$ cat config.mk
export PLATFORM = sky130hd
export DESIGN_NAME = rst_ctrl
export DESIGN_NICKNAME = d
export VERILOG_FILES = /design/src/rtl/rst_ctrl.sv
export SDC_FILE = /design/constraint.sdc
export NUM_CORES = 1
export LEC_CHECK = 0
export BUFFER_PORTS_ARGS = -buffer_cell sky130_fd_sc_hd__buf_2
export CAP_MARGIN = 15
export CELL_PAD_IN_SITES_DETAIL_PLACEMENT = 1
export CELL_PAD_IN_SITES_GLOBAL_PLACEMENT = 1
export CORE_ASPECT_RATIO = 0.9
export CORE_MARGIN = 3
export CORE_UTILIZATION = 41
export DETAILED_ROUTE_END_ITERATION = 10
export HOLD_SLACK_MARGIN = 0.1
export PLACE_DENSITY_LB_ADDON = 0.12
export SKIP_LAST_GASP = 1
export SLEW_MARGIN = 25
export SYNTH_ARGS = -nofsm -noshare
export SYNTH_HDL_FRONTEND = slang
export SYNTH_SLANG_ARGS = --single-unit
$ cat constraint.sdc
create_clock -name clk -period 2.9 [get_ports clk]
set_input_delay 0.58 -clock clk [delete_from_list [all_inputs] [get_ports clk]]
set_output_delay 0.58 -clock clk [all_outputs]
set_load 0.01 [all_outputs]
$ cat src/rtl/rst_ctrl.sv
module rst_ctrl #(
  parameter int STRETCH = 4096
) (
  input  logic       clk,
  input  logic       por_n,
  input  logic       osc_ready,
  input  logic       vlow_3v,
  input  logic       vlow_5v,
  input  logic       cfg_we,
  input  logic [7:0] cfg_wdata,
  input  logic       wdog_req,
  output logic       rst_n,
  output logic [7:0] cfg_rd,
  output logic [7:0] status
);
  localparam int CW = $clog2(STRETCH + 1);
  localparam logic [CW-1:0] DONE = CW'(STRETCH);
  localparam logic [7:0] CFG_MASK = 8'h71;

  logic [1:0]    sync3, sync5;
  logic [7:0]    cfg;
  logic          locked;
  logic [CW-1:0] cnt;

  always_ff @(posedge clk or negedge por_n) begin
    if (!por_n) begin
      sync3 <= '0;
      sync5 <= '0;
    end else begin
      sync3 <= {sync3[0], vlow_3v};
      sync5 <= {sync5[0], vlow_5v};
    end
  end

  wire vlow_sel = cfg[0] ? sync5[1] : sync3[1];
  wire det_on   = ~cfg[4];
  wire uv_hold  = det_on & ~cfg[5] & vlow_sel;
  wire uv_flag  = det_on &  cfg[5] & vlow_sel;

  always_ff @(posedge clk or negedge por_n) begin
    if (!por_n) begin
      cfg    <= '0;
      locked <= 1'b0;
    end else if (cfg_we && !locked) begin
      cfg    <= cfg_wdata & CFG_MASK;
      locked <= 1'b1;
    end
  end

  always_ff @(posedge clk or negedge por_n) begin
    if (!por_n)
      cnt <= '0;
    else if (uv_hold || wdog_req)
      cnt <= '0;
    else if (osc_ready && cnt != DONE)
      cnt <= cnt + 1'b1;
  end

  assign rst_n  = (cnt == DONE);
  assign cfg_rd = cfg;
  assign status = {7'b0, uv_flag};

  assert_osc_gate_R1: assert property (@(posedge clk) disable iff (!por_n)
    (!osc_ready && !rst_n) |=> !rst_n);

  assert_release_after_ready_R1: assert property (@(posedge clk) disable iff (!por_n)
    $rose(rst_n) |-> $past(osc_ready));

  assert_uv_hold_R2: assert property (@(posedge clk) disable iff (!por_n)
    uv_hold |=> !rst_n);

  assert_write_once_R5: assert property (@(posedge clk) disable iff (!por_n)
    (locked && cfg_we) |=> $stable(cfg_rd));

  assert_flag_no_reset_R6: assert property (@(posedge clk) disable iff (!por_n)
    (status[0] && !wdog_req && rst_n) |=> rst_n);

  assert_wdog_R8: assert property (@(posedge clk) disable iff (!por_n)
    wdog_req |=> !rst_n);

  assert_layout_R9: assert property (@(posedge clk) disable iff (!por_n)
    ((cfg_rd & ~CFG_MASK) == 8'h00) && (status[7:1] == 7'b0));
endmodule

==> results of run 1 <==
metal layers:
layer / GRT usage, % / vias up / part of all wire, %
met5: 0 / - / 0
met4: 4.33 / 0 / 1.2
met3: 4.18 / 4 / 5.5
met2: 25.3 / 22 / 47
met1: 19.3 / 393 / 46
li1: - / 361 / -
power groups by stage:
stage	sequential (mW)	combinational [mW]	clock (mW)
5_1_grt	0.330	0.0737	0.198
2_1_floorplan	0.335	0.0473	0
3_3_place_gp	0.332	0.0627	0
4_1_cts	0.327	0.0651	0.182
6_report	0.327	0.0638	0.170
3_5_place_dp	0.333	0.0651	0
flip-flops by register name, summed over array words and instances (netlist names):
register	cells
cnt	13
cfg_rd	4
sync3	2
sync5	2
locked	1
layout make-up:
class,count,area [µm²]
Multi-Input combinational cell,74,474
Sequential cell,22,551
Clock buffer,4,36.3
Timing Repair Buffer,16,80.1
Inverter,3,11.3
Tap cell,28,35.0
Fill cell,294,1320
worst max-delay path, cell delays in order, from the launching register on:
cell     delay, ps
dfrtp_1        430
inv_1           70
ha_1           150
nor4b_1        310
and3_1         220
buf_2          130
worst paths after layout:
path,cells past startpoint,to,from
worst max-delay path,5,rst_n,cnt[0]
worst min-delay path,1,cfg_rd[5],por_n
worst max register to register,6,cnt[2],cnt[0]
worst min register to register,0,sync3[1],sync3[0]
max in group asynchronous,1,cnt[7],por_n
min in group clk,0,sync3[1],sync3[0]
cells by family after synthesis:
kind of cell | synth area share, %
simple gates | 19.6
xor+xnor | 7.17
other cells | 0.341
flops | 50.1
buf+inv | 10.2
fa+ha+maj | 2.27
mux | 6.03
compound gates | 4.32
per-stage QoR:
step / instances / setup slack, ps / power, mW / area, µm² / hold WS [ps]
6_report: 147 / 708 / 0.561 / 1190 / 212
5_1_grt: 147 / 512 / 0.601 / 1190 / 229
3_3_place_gp: 143 / 1080 / 0.395 / 1150 / 334
3_5_place_dp: 143 / 1040 / 0.398 / 1150 / 336
2_1_floorplan: 113 / 1250 / 0.382 / 1140 / 284
4_1_cts: 147 / 662 / 0.574 / 1190 / 218
placed cells by master, fill, tap and decap left out:
cell / instances
a21o_1: 1
a21oi_1: 3
a311oi_1: 1
a31oi_1: 1
and2_1: 2
and3_1: 5
and3b_1: 1
and4_4: 1
buf_2: 16
clkbuf_4: 3
clkbuf_8: 1
conb_1: 11
dfrtp_1: 22
ha_1: 2
inv_1: 3
mux2_2: 5
mux2i_1: 1
nand2_1: 1
nand3_1: 7
nand3_2: 1
nand4_1: 2
nor2_1: 11
nor2b_1: 1
nor4_1: 1
nor4b_1: 2
o21ai_0: 2
or2_2: 1
or3_1: 2
xnor2_1: 1
xor2_1: 8
==> reports/qor.txt, run 1 <==
Fraction of power consumed by the clock network - 30.3%
Area growth from synthesis to final layout - 7.96%
Internal Dissipation - 0.421 mW
Remaining global-route overflow - 0
Core ar. - 0.00251 mm²
Initial antenna violation count - 0
Power per cell area - 472 mW/mm²
Leakage Power - 0.578 nW
Cell type contributing the most total cell area after synthesis - dfrtp_1
Sum of negative setup slack - 0 ps
Max Cap Violations - 0
CTS tree - built
Comb power frac - 11.4%
HPWL reported at the end of detailed placement - 1.62 mm
Root buf cell - clkbuf_4
Unrepaired setup endpoints after global routing - false
Sw frac - 25.0%
#FFs+latches synth - 22
Post-DR vias/cell - 5.31
CTS clk-pin slew, worst paths - 120 ps
# nets final - 137
Critical path required time - 2320 ps
Portion of total power attributed to sequential cells - 58.3%
# DRC - 0
Most frequent cell after synthesis - dfrtp_1
Utilization after layout - 47.3%
Ranking of synthesized cells by instance count - dfrtp_1 (22), buf_4 (13), nor2_1 (11)
Number of enable flip-flop cells after synthesis - 0
Final number of hold-violating endpoints - 0
Total routed wirelength - 2.11 mm
Synthesized cell area - 0.00110 mm²
Number of buffers added on ports - 16
Result of the run - finished, final reports clean
Via count - 780
Sort of element at the start of the critical path - flop
Die Wd - 60.6 µm
Max H-tree Level - 1
Gate count of the mapped netlist - 103
Overall die height - 55.1 µm
Kind of end point of the critical path - output port
Number of buffers inserted during clock tree synthesis - 3
Critical path data arrival time - 1610 ps
Number of gates given a new drive strength after cts - 0
Via count of the first global-routing pass - 788
Count of synthesis-stage warnings from yosys - 0
Number of DRC markers after the initial detailed-route iteration - 16
Final weighted congestion of routability-driven global placement - 0.761
Wire length of the first global-routing pass - 3.68 mm
Crit path time final - 2190 ps
Antenna Violating Nets Remaining - 0
Post-synth top area share - 50.1%
Number of cell rows - 17
Max Fclk - 0.456 GHz
Setup repair bufs after CTS - 0
Critical setup path kind - reg -> out
Sequential-to-total area share from yosys stat - 50.1%
Share of synthesized flip-flops with an asynchronous set or reset - 100%
Number of buffers added to fix hold violations after cts - 0
Number of diodes - 0
Fraction of layout cells with a size suffix above 1 - 23.5%
Worst Clk Skew - 2.01 ps
Post-Syn Area per Cell - 10.7 µm²
Number of iterations in the first detailed-routing pass - 4
Top cells by area in the synthesized netlist - dfrtp_1 (50%), buf_4 (8.9%), xor2_1 (6.4%)
Overall die area - 0.00334 mm²
Maximum number of pins on one net before global-route repair - 23
Later-pin clock latency in the skew report - 310 ps
Min-Delay Path Class - in -> async
Final Setup Violations - 0
Switching Power - 0.140 mW
Clk buf depth - 2
Worst Path Max Fanout - 4
Count of different cell masters after synthesis - 29
Initial cell density of the core - 43.8%
Flop-to-flop setup slack - 1220 ps
Final cycle utilization of the critical path - 75.6%
Final Max Tran Viols - 0
Average wire length per cell after detail routing - 14.4 µm
Clock net sink count - 22
Overall fraction of global-route tracks in use - 15.2%
Commonest register cell after synthesis - dfrtp_1
Worst IR drop on VDD - 0.215 mV
I/O pin cnt - 32
Power figures use the tool's default switching activity.
==> run 2, diff against run 1 <==
CORE_UTILIZATION = 38   (was 41)
clock period = 2.1 ns   (was 2.9 ns; I/O delays follow)
==> run 2 against run 1 <==
- clock power rose by 91%
- sequential cell count is the same
- non-clock buffer count increased by 2
- sequential power up 38%
- total power up 55%
- core utilization increased by 0.47 points
- highest routed layer unchanged
==> reports/qor.txt, run 2 (synthesized netlist as in run 1, its figures left out) <==
Post-DR vias/cell - 4.76 (-10%)
Min-Delay Path Class - in -> reg
Fraction of layout cells with a size suffix above 1 - 24.8% (+1.3 points)
Initial cell density of the core - 42.4% (-1.4 points)
CTS tree - built
Crit path max-delay cell type - dfrtp_1
Antenna Violating Nets Remaining - 0 (unchanged)
Number of cell rows - 17 (unchanged)
Overall die area - 0.00358 mm² (+7.1%)
Final cycle utilization of the critical path - 92.1%
Overall fraction of global-route tracks in use - 14.0% (-1.1 points)
# DRC - 0 (unchanged)
Number of diodes - 0 (unchanged)
Final Max Tran Viols - 0 (unchanged)
Max H-tree Level - 1 (unchanged)
Logic depth of the worst register-to-register path - 6 (unchanged)
Largest register FFs - 13 (unchanged)
Maximum number of pins on one net before global-route repair - 23 (unchanged)
Via count of the first global-routing pass - 773 (-1.9%)
Unrepaired setup endpoints after global routing - false
Total routed wirelength - 2.21 mm (+4.4%)
Number of iterations in the first detailed-routing pass - 4 (unchanged)
Launch point of the worst reg-to-reg path - cnt[1]
Worst setup path start - cnt[1]
Final number of hold-violating endpoints - 0 (unchanged)
Final weighted congestion of routability-driven global placement - 0.707 (-7.0%)
Critical-path cell list - inv_1 -> ha_1 -> nor4b_2 -> and3_1 -> buf_2
Crit path time final - 1930 ps
Sort of element at the start of the critical path - flop
Overall die height - 57.0 µm (+3.4%)
Critical path required time - 1680 ps (-640 ps)
# nets final - 139 (+1.5%)
Kind of end point of the critical path - output port
Max Cap Violations - 0 (unchanged)
Register containing the most flip-flops in the final layout - cnt
Die Wd - 62.7 µm (+3.5%)
Top library cells by usage in the layout, fill and taps aside - dfrtp_1 (22), buf_2 (16), nor2_1 (11), conb_1 (11), xor2_1 (8)
Remaining global-route overflow - 0 (unchanged)
Leading cell type in the layout, fill and taps excluded - dfrtp_1
Instance count along the most critical hold path - 1
Power per cell area - 703 mW/mm² (+49%)
Minimum hold slack - 199 ps (-12.7 ps)
Critical Path Max Stage Delay - 430 ps (about the same)
I/O pin cnt - 32 (unchanged)
Wire length of the first global-routing pass - 3.93 mm (+7.0%)
Via count - 757 (-2.9%)
Clock net sink count - 22 (unchanged)
Initial antenna violation count - 0 (unchanged)
Worst Path Max Fanout - 4 (unchanged)
Hold path startpoint - vlow_5v
CTS clk-pin slew, worst paths - 130 ps (about the same)
Final Setup Violations - 0 (unchanged)
Clk buf depth - 2 (unchanged)
Number of buffers added on ports - 16 (unchanged)
Leakage Power - 0.597 nW (+3.3%)
Number of DRC markers after the initial detailed-route iteration - 21 (+5)
Max Fclk - 0.517 GHz
Later-pin clock latency in the skew report - 310 ps (about the same)
Critical path data arrival time - 1510 ps (-100 ps)
Core ar. - 0.00259 mm² (+3.4%)
Critical setup path kind - reg -> out
Average wire length per cell after detail routing - 13.9 µm (-3.5%)
Area growth from synthesis to final layout - 12.7%
Sum of negative setup slack - 0 ps (unchanged)
HPWL reported at the end of detailed placement - 1.63 mm (+0.95%)
Worst Clk Skew - 10.0 ps (+8.01 ps)
Root buf cell - clkbuf_4
Utilization after layout - 47.8% (+0.47 points)
Result of the run - finished, final reports clean
Worst IR drop on VDD - 0.321 mV (+50%)
Number of buffers inserted during clock tree synthesis - 3 (unchanged)
==> run 2: repair_timing <==
item / in CTS / in global routing
buffers inserted: 0 / 1
hold buffers: 1 / 0
endpoints found under the hold margin: 22 / 0
endpoints found under the setup margin: 0 / 1
resized for setup: 0 / 1
==> run 2: final timing paths <==
| path | end | slack (ps) |
|---|---|---|
| max in group asynchronous | cfg_rd[5] | 1180 |
| min | sync5[0] | 200 |
| max | rst_n | 170 |
| min reg2reg | sync5[1] | 360 |
| max reg2reg | cnt[2] | 460 |
| min in group asynchronous | cnt[6] | 590 |
==> run 2: layer usage <==
layer / global-route usage (%) / wire length (µm)
met2: 21.3 / 976
met1: 19.3 / 1060
met4: 3.77 / 18
met5: 0 / 0
met3: 4.53 / 150
==> run 2: worst max-delay path, delay by kind of cell, from the launching register on <==
kind / cells / cell delay, ps
simple gates: 2 / 430
flops: 1 / 430
buf+inv: 2 / 200
fa+ha+maj: 1 / 150
==> run 2: cell type report <==
class	instances	area [µm²]
Clock buffer	3	22.5
Clock inverter	1	30.0
Multi-Input combinational cell	74	480
Tap cell	38	47.5
Timing Repair Buffer	18	97.6
Fill cell	306	1360
Sequential cell	22	551
Inverter	3	11.3
==> run 2: metrics by stage <==
step                std cells  setup WS [ps]  power [mW]  cell area (µm²)
floorplan                 113            608       0.528             1140
global placement          153            430       0.545             1160
detailed placement        153            386       0.550             1160
CTS                       158           7.65       0.879             1230
global route              159           22.4       0.926             1240
finish                    159            166       0.871             1240
==> run 2: report_power, final <==
part           total [mW]  internal (mW)  switching [mW]
registers           0.450          0.440         0.00977
logic              0.0962         0.0400          0.0562
clock network       0.325          0.193           0.132
==> run 3, diff against run 2 <==
==> constraint.sdc (replaced) <==
create_clock -name clk -period 2.1 [get_ports clk]
set_input_delay 0.42 -clock clk [delete_from_list [all_inputs] [get_ports clk]]
set_output_delay 0.42 -clock clk [all_outputs]
set_load 0.005 [all_outputs]
==> run 3 against run 2 <==
- worst hold slack better by 12 ps
- worst setup slack worse by 47 ps
- count of clock-buffer cells in the layout is 1 higher
- wire length is 2.0% lower
- critical path depth stayed put
- non-clock buffer count is 1 lower
- combinational power is 10% lower
==> reports/qor.txt, run 3 (synthesized netlist as in run 1, its figures left out) <==
Result of the run - finished, final reports clean
Remaining global-route overflow - 0 (unchanged)
Unrepaired setup endpoints after global routing - false
Via count - 775 (+2.4%)
Area growth from synthesis to final layout - 11.4%
CTS tree - built
Final weighted congestion of routability-driven global placement - 0.707 (about the same)
Overall fraction of global-route tracks in use - 13.5% (-0.51 points)
Critical setup path kind - reg -> out
Final number of hold-violating endpoints - 0 (unchanged)
Hold path startpoint - vlow_5v
Register containing the most flip-flops in the final layout - cnt
Sort of element at the start of the critical path - flop
Leading cell type in the layout, fill and taps excluded - dfrtp_1
Antenna Violating Nets Remaining - 0 (unchanged)
Logic depth of the worst register-to-register path - 6 (unchanged)
Sum of negative setup slack - 0 ps (unchanged)
Average wire length per cell after detail routing - 13.7 µm (-1.4%)
Critical path required time - 1680 ps (about the same)
Flop-to-flop setup slack - 420 ps (-40 ps)
Max H-tree Level - 1 (unchanged)
Final Max Tran Viols - 0 (unchanged)
Final cycle utilization of the critical path - 94.3% (+2.2 points)
Setup repair bufs after CTS - 0 (unchanged)
Post-DR vias/cell - 4.91 (+3.0%)
Launch point of the worst reg-to-reg path - cnt[0]
Wire length of the first global-routing pass - 3.76 mm (-4.4%)
CTS clk-pin slew, worst paths - 120 ps (about the same)
I/O pin cnt - 32 (unchanged)
Largest register FFs - 13 (unchanged)
Critical register-to-register path endpoint - cnt[2]
HPWL reported at the end of detailed placement - 1.63 mm (-0.56%)
Number of buffers added on ports - 16 (unchanged)
Max Cap Violations - 0 (unchanged)
Total routed wirelength - 2.16 mm (-2.0%)
Top library cells by usage in the layout, fill and taps aside - dfrtp_1 (22), buf_2 (16), nor2_1 (11), conb_1 (11), xor2_1 (8)
# DRC - 0 (unchanged)
Leakage Power - 0.595 nW (-0.36%)
Placed insts - 153 (unchanged)
Initial antenna violation count - 0 (unchanged)
Fraction of layout cells with a size suffix above 1 - 24.2% (-0.63 points)
Initial cell density of the core - 42.4% (unchanged)
Worst Clk Skew - 8.12 ps (-1.89 ps)
Number of diodes - 0 (unchanged)
Later-pin clock latency in the skew report - 310 ps (about the same)
Number of DRC markers after the initial detailed-route iteration - 36 (+71%)
Overall die height - 57.0 µm (unchanged)
Power per cell area - 632 mW/mm² (-10%)
Worst setup path start - cnt[0]
# nets final - 138 (-0.72%)
Maximum number of pins on one net before global-route repair - 23 (unchanged)
Final Setup Violations - 0 (unchanged)
Clk buf depth - 2 (unchanged)
Die Wd - 62.7 µm (unchanged)
Overall die area - 0.00358 mm² (unchanged)
Number of buffers inserted during clock tree synthesis - 3 (unchanged)
Critical path data arrival time - 1560 ps (+50 ps)
Clock net sink count - 22 (unchanged)
Final cell count without fillers - 158 (-0.63%)
Crit path time final - 1980 ps (+46.8 ps)
Worst IR drop on VDD - 0.311 mV (-3.2%)
Core ar. - 0.00259 mm² (unchanged)
Number of cell rows - 17 (unchanged)
Max Fclk - 0.505 GHz (-2.4%)
Number of iterations in the first detailed-routing pass - 4 (unchanged)
Min-Delay Path Class - in -> reg
Via count of the first global-routing pass - 750 (-3.0%)
Hold Path End - sync5[0]
Kind of end point of the critical path - output port
Worst Path Max Fanout - 4 (unchanged)
Root buf cell - clkbuf_4
Instance count along the most critical hold path - 1 (unchanged)
## run 3: cell types whose count changed in the layout (fill, tap and decap cells not counted), sizes merged
cell    delta
buf        -1
clkbuf     +1
bufinv     -1
## run 3: worst max-delay path, stage by stage, from the launching register on
cell and delay [ps]:
dfrtp_1 440, inv_1 80, ha_1 170, nor4b_4 230, and3_1 220, buf_2 120
## run 3: area by class of cell
class	count	area [µm²]
Sequential cell	22	551
Inverter	3	11.3
Tap cell	38	47.5
Clock buffer	4	36.3
Multi-Input combinational cell	74	489
Fill cell	307	1370
Timing Repair Buffer	17	90.1
## run 3: stage by stage
step                      area (µm²)  util (%)  total power, mW  hold WS [ps]  setup slack [ps]
after floorplan                 1140         -            0.519           124               645
after global placement          1160      44.8            0.537           334               447
after detailed placement        1160      44.8            0.542           337               300
after CTS                       1220      46.9            0.786           195              54.6
after global routing            1220      47.2            0.827           178              10.8
final                           1220      47.2            0.774           211               119
## run 3: how the worst max path moves through the flow
stage	endpoint	slack, ps	cells after the start
2_1_floorplan	rst_n	650	4
3_3_place_gp	rst_n	450	5
3_5_place_dp	rst_n	300	5
4_1_cts	rst_n	50	5
5_1_grt	rst_n	10	5
6_report	rst_n	120	5
## run 3: per-layer routing
| layer | part of all wire (%) | global-route usage, % | wire length, µm |
|---|---|---|---|
| met1 | 48 | 18.3 | 1040 |
| met5 | 0 | 0 | 0 |
| met4 | 0.56 | 3.77 | 12 |
| met2 | 44 | 20.7 | 945 |
| met3 | 7.3 | 4.53 | 158 |
## run 3: where the power goes
part | internal (mW) | leakage (nW) | switching, mW
combinational | 0.0401 | 0.289 | 0.0464
clock | 0.106 | 0.0210 | 0.131
sequential | 0.440 | 0.286 | 0.0113
total | 0.586 | 0.595 | 0.188
## run 3: timing repair
action	in CTS	in global routing
hold buffers	1	0
endpoints found under the hold margin	22	0
resized for setup	1	1
setup endpoints to repair	1	1
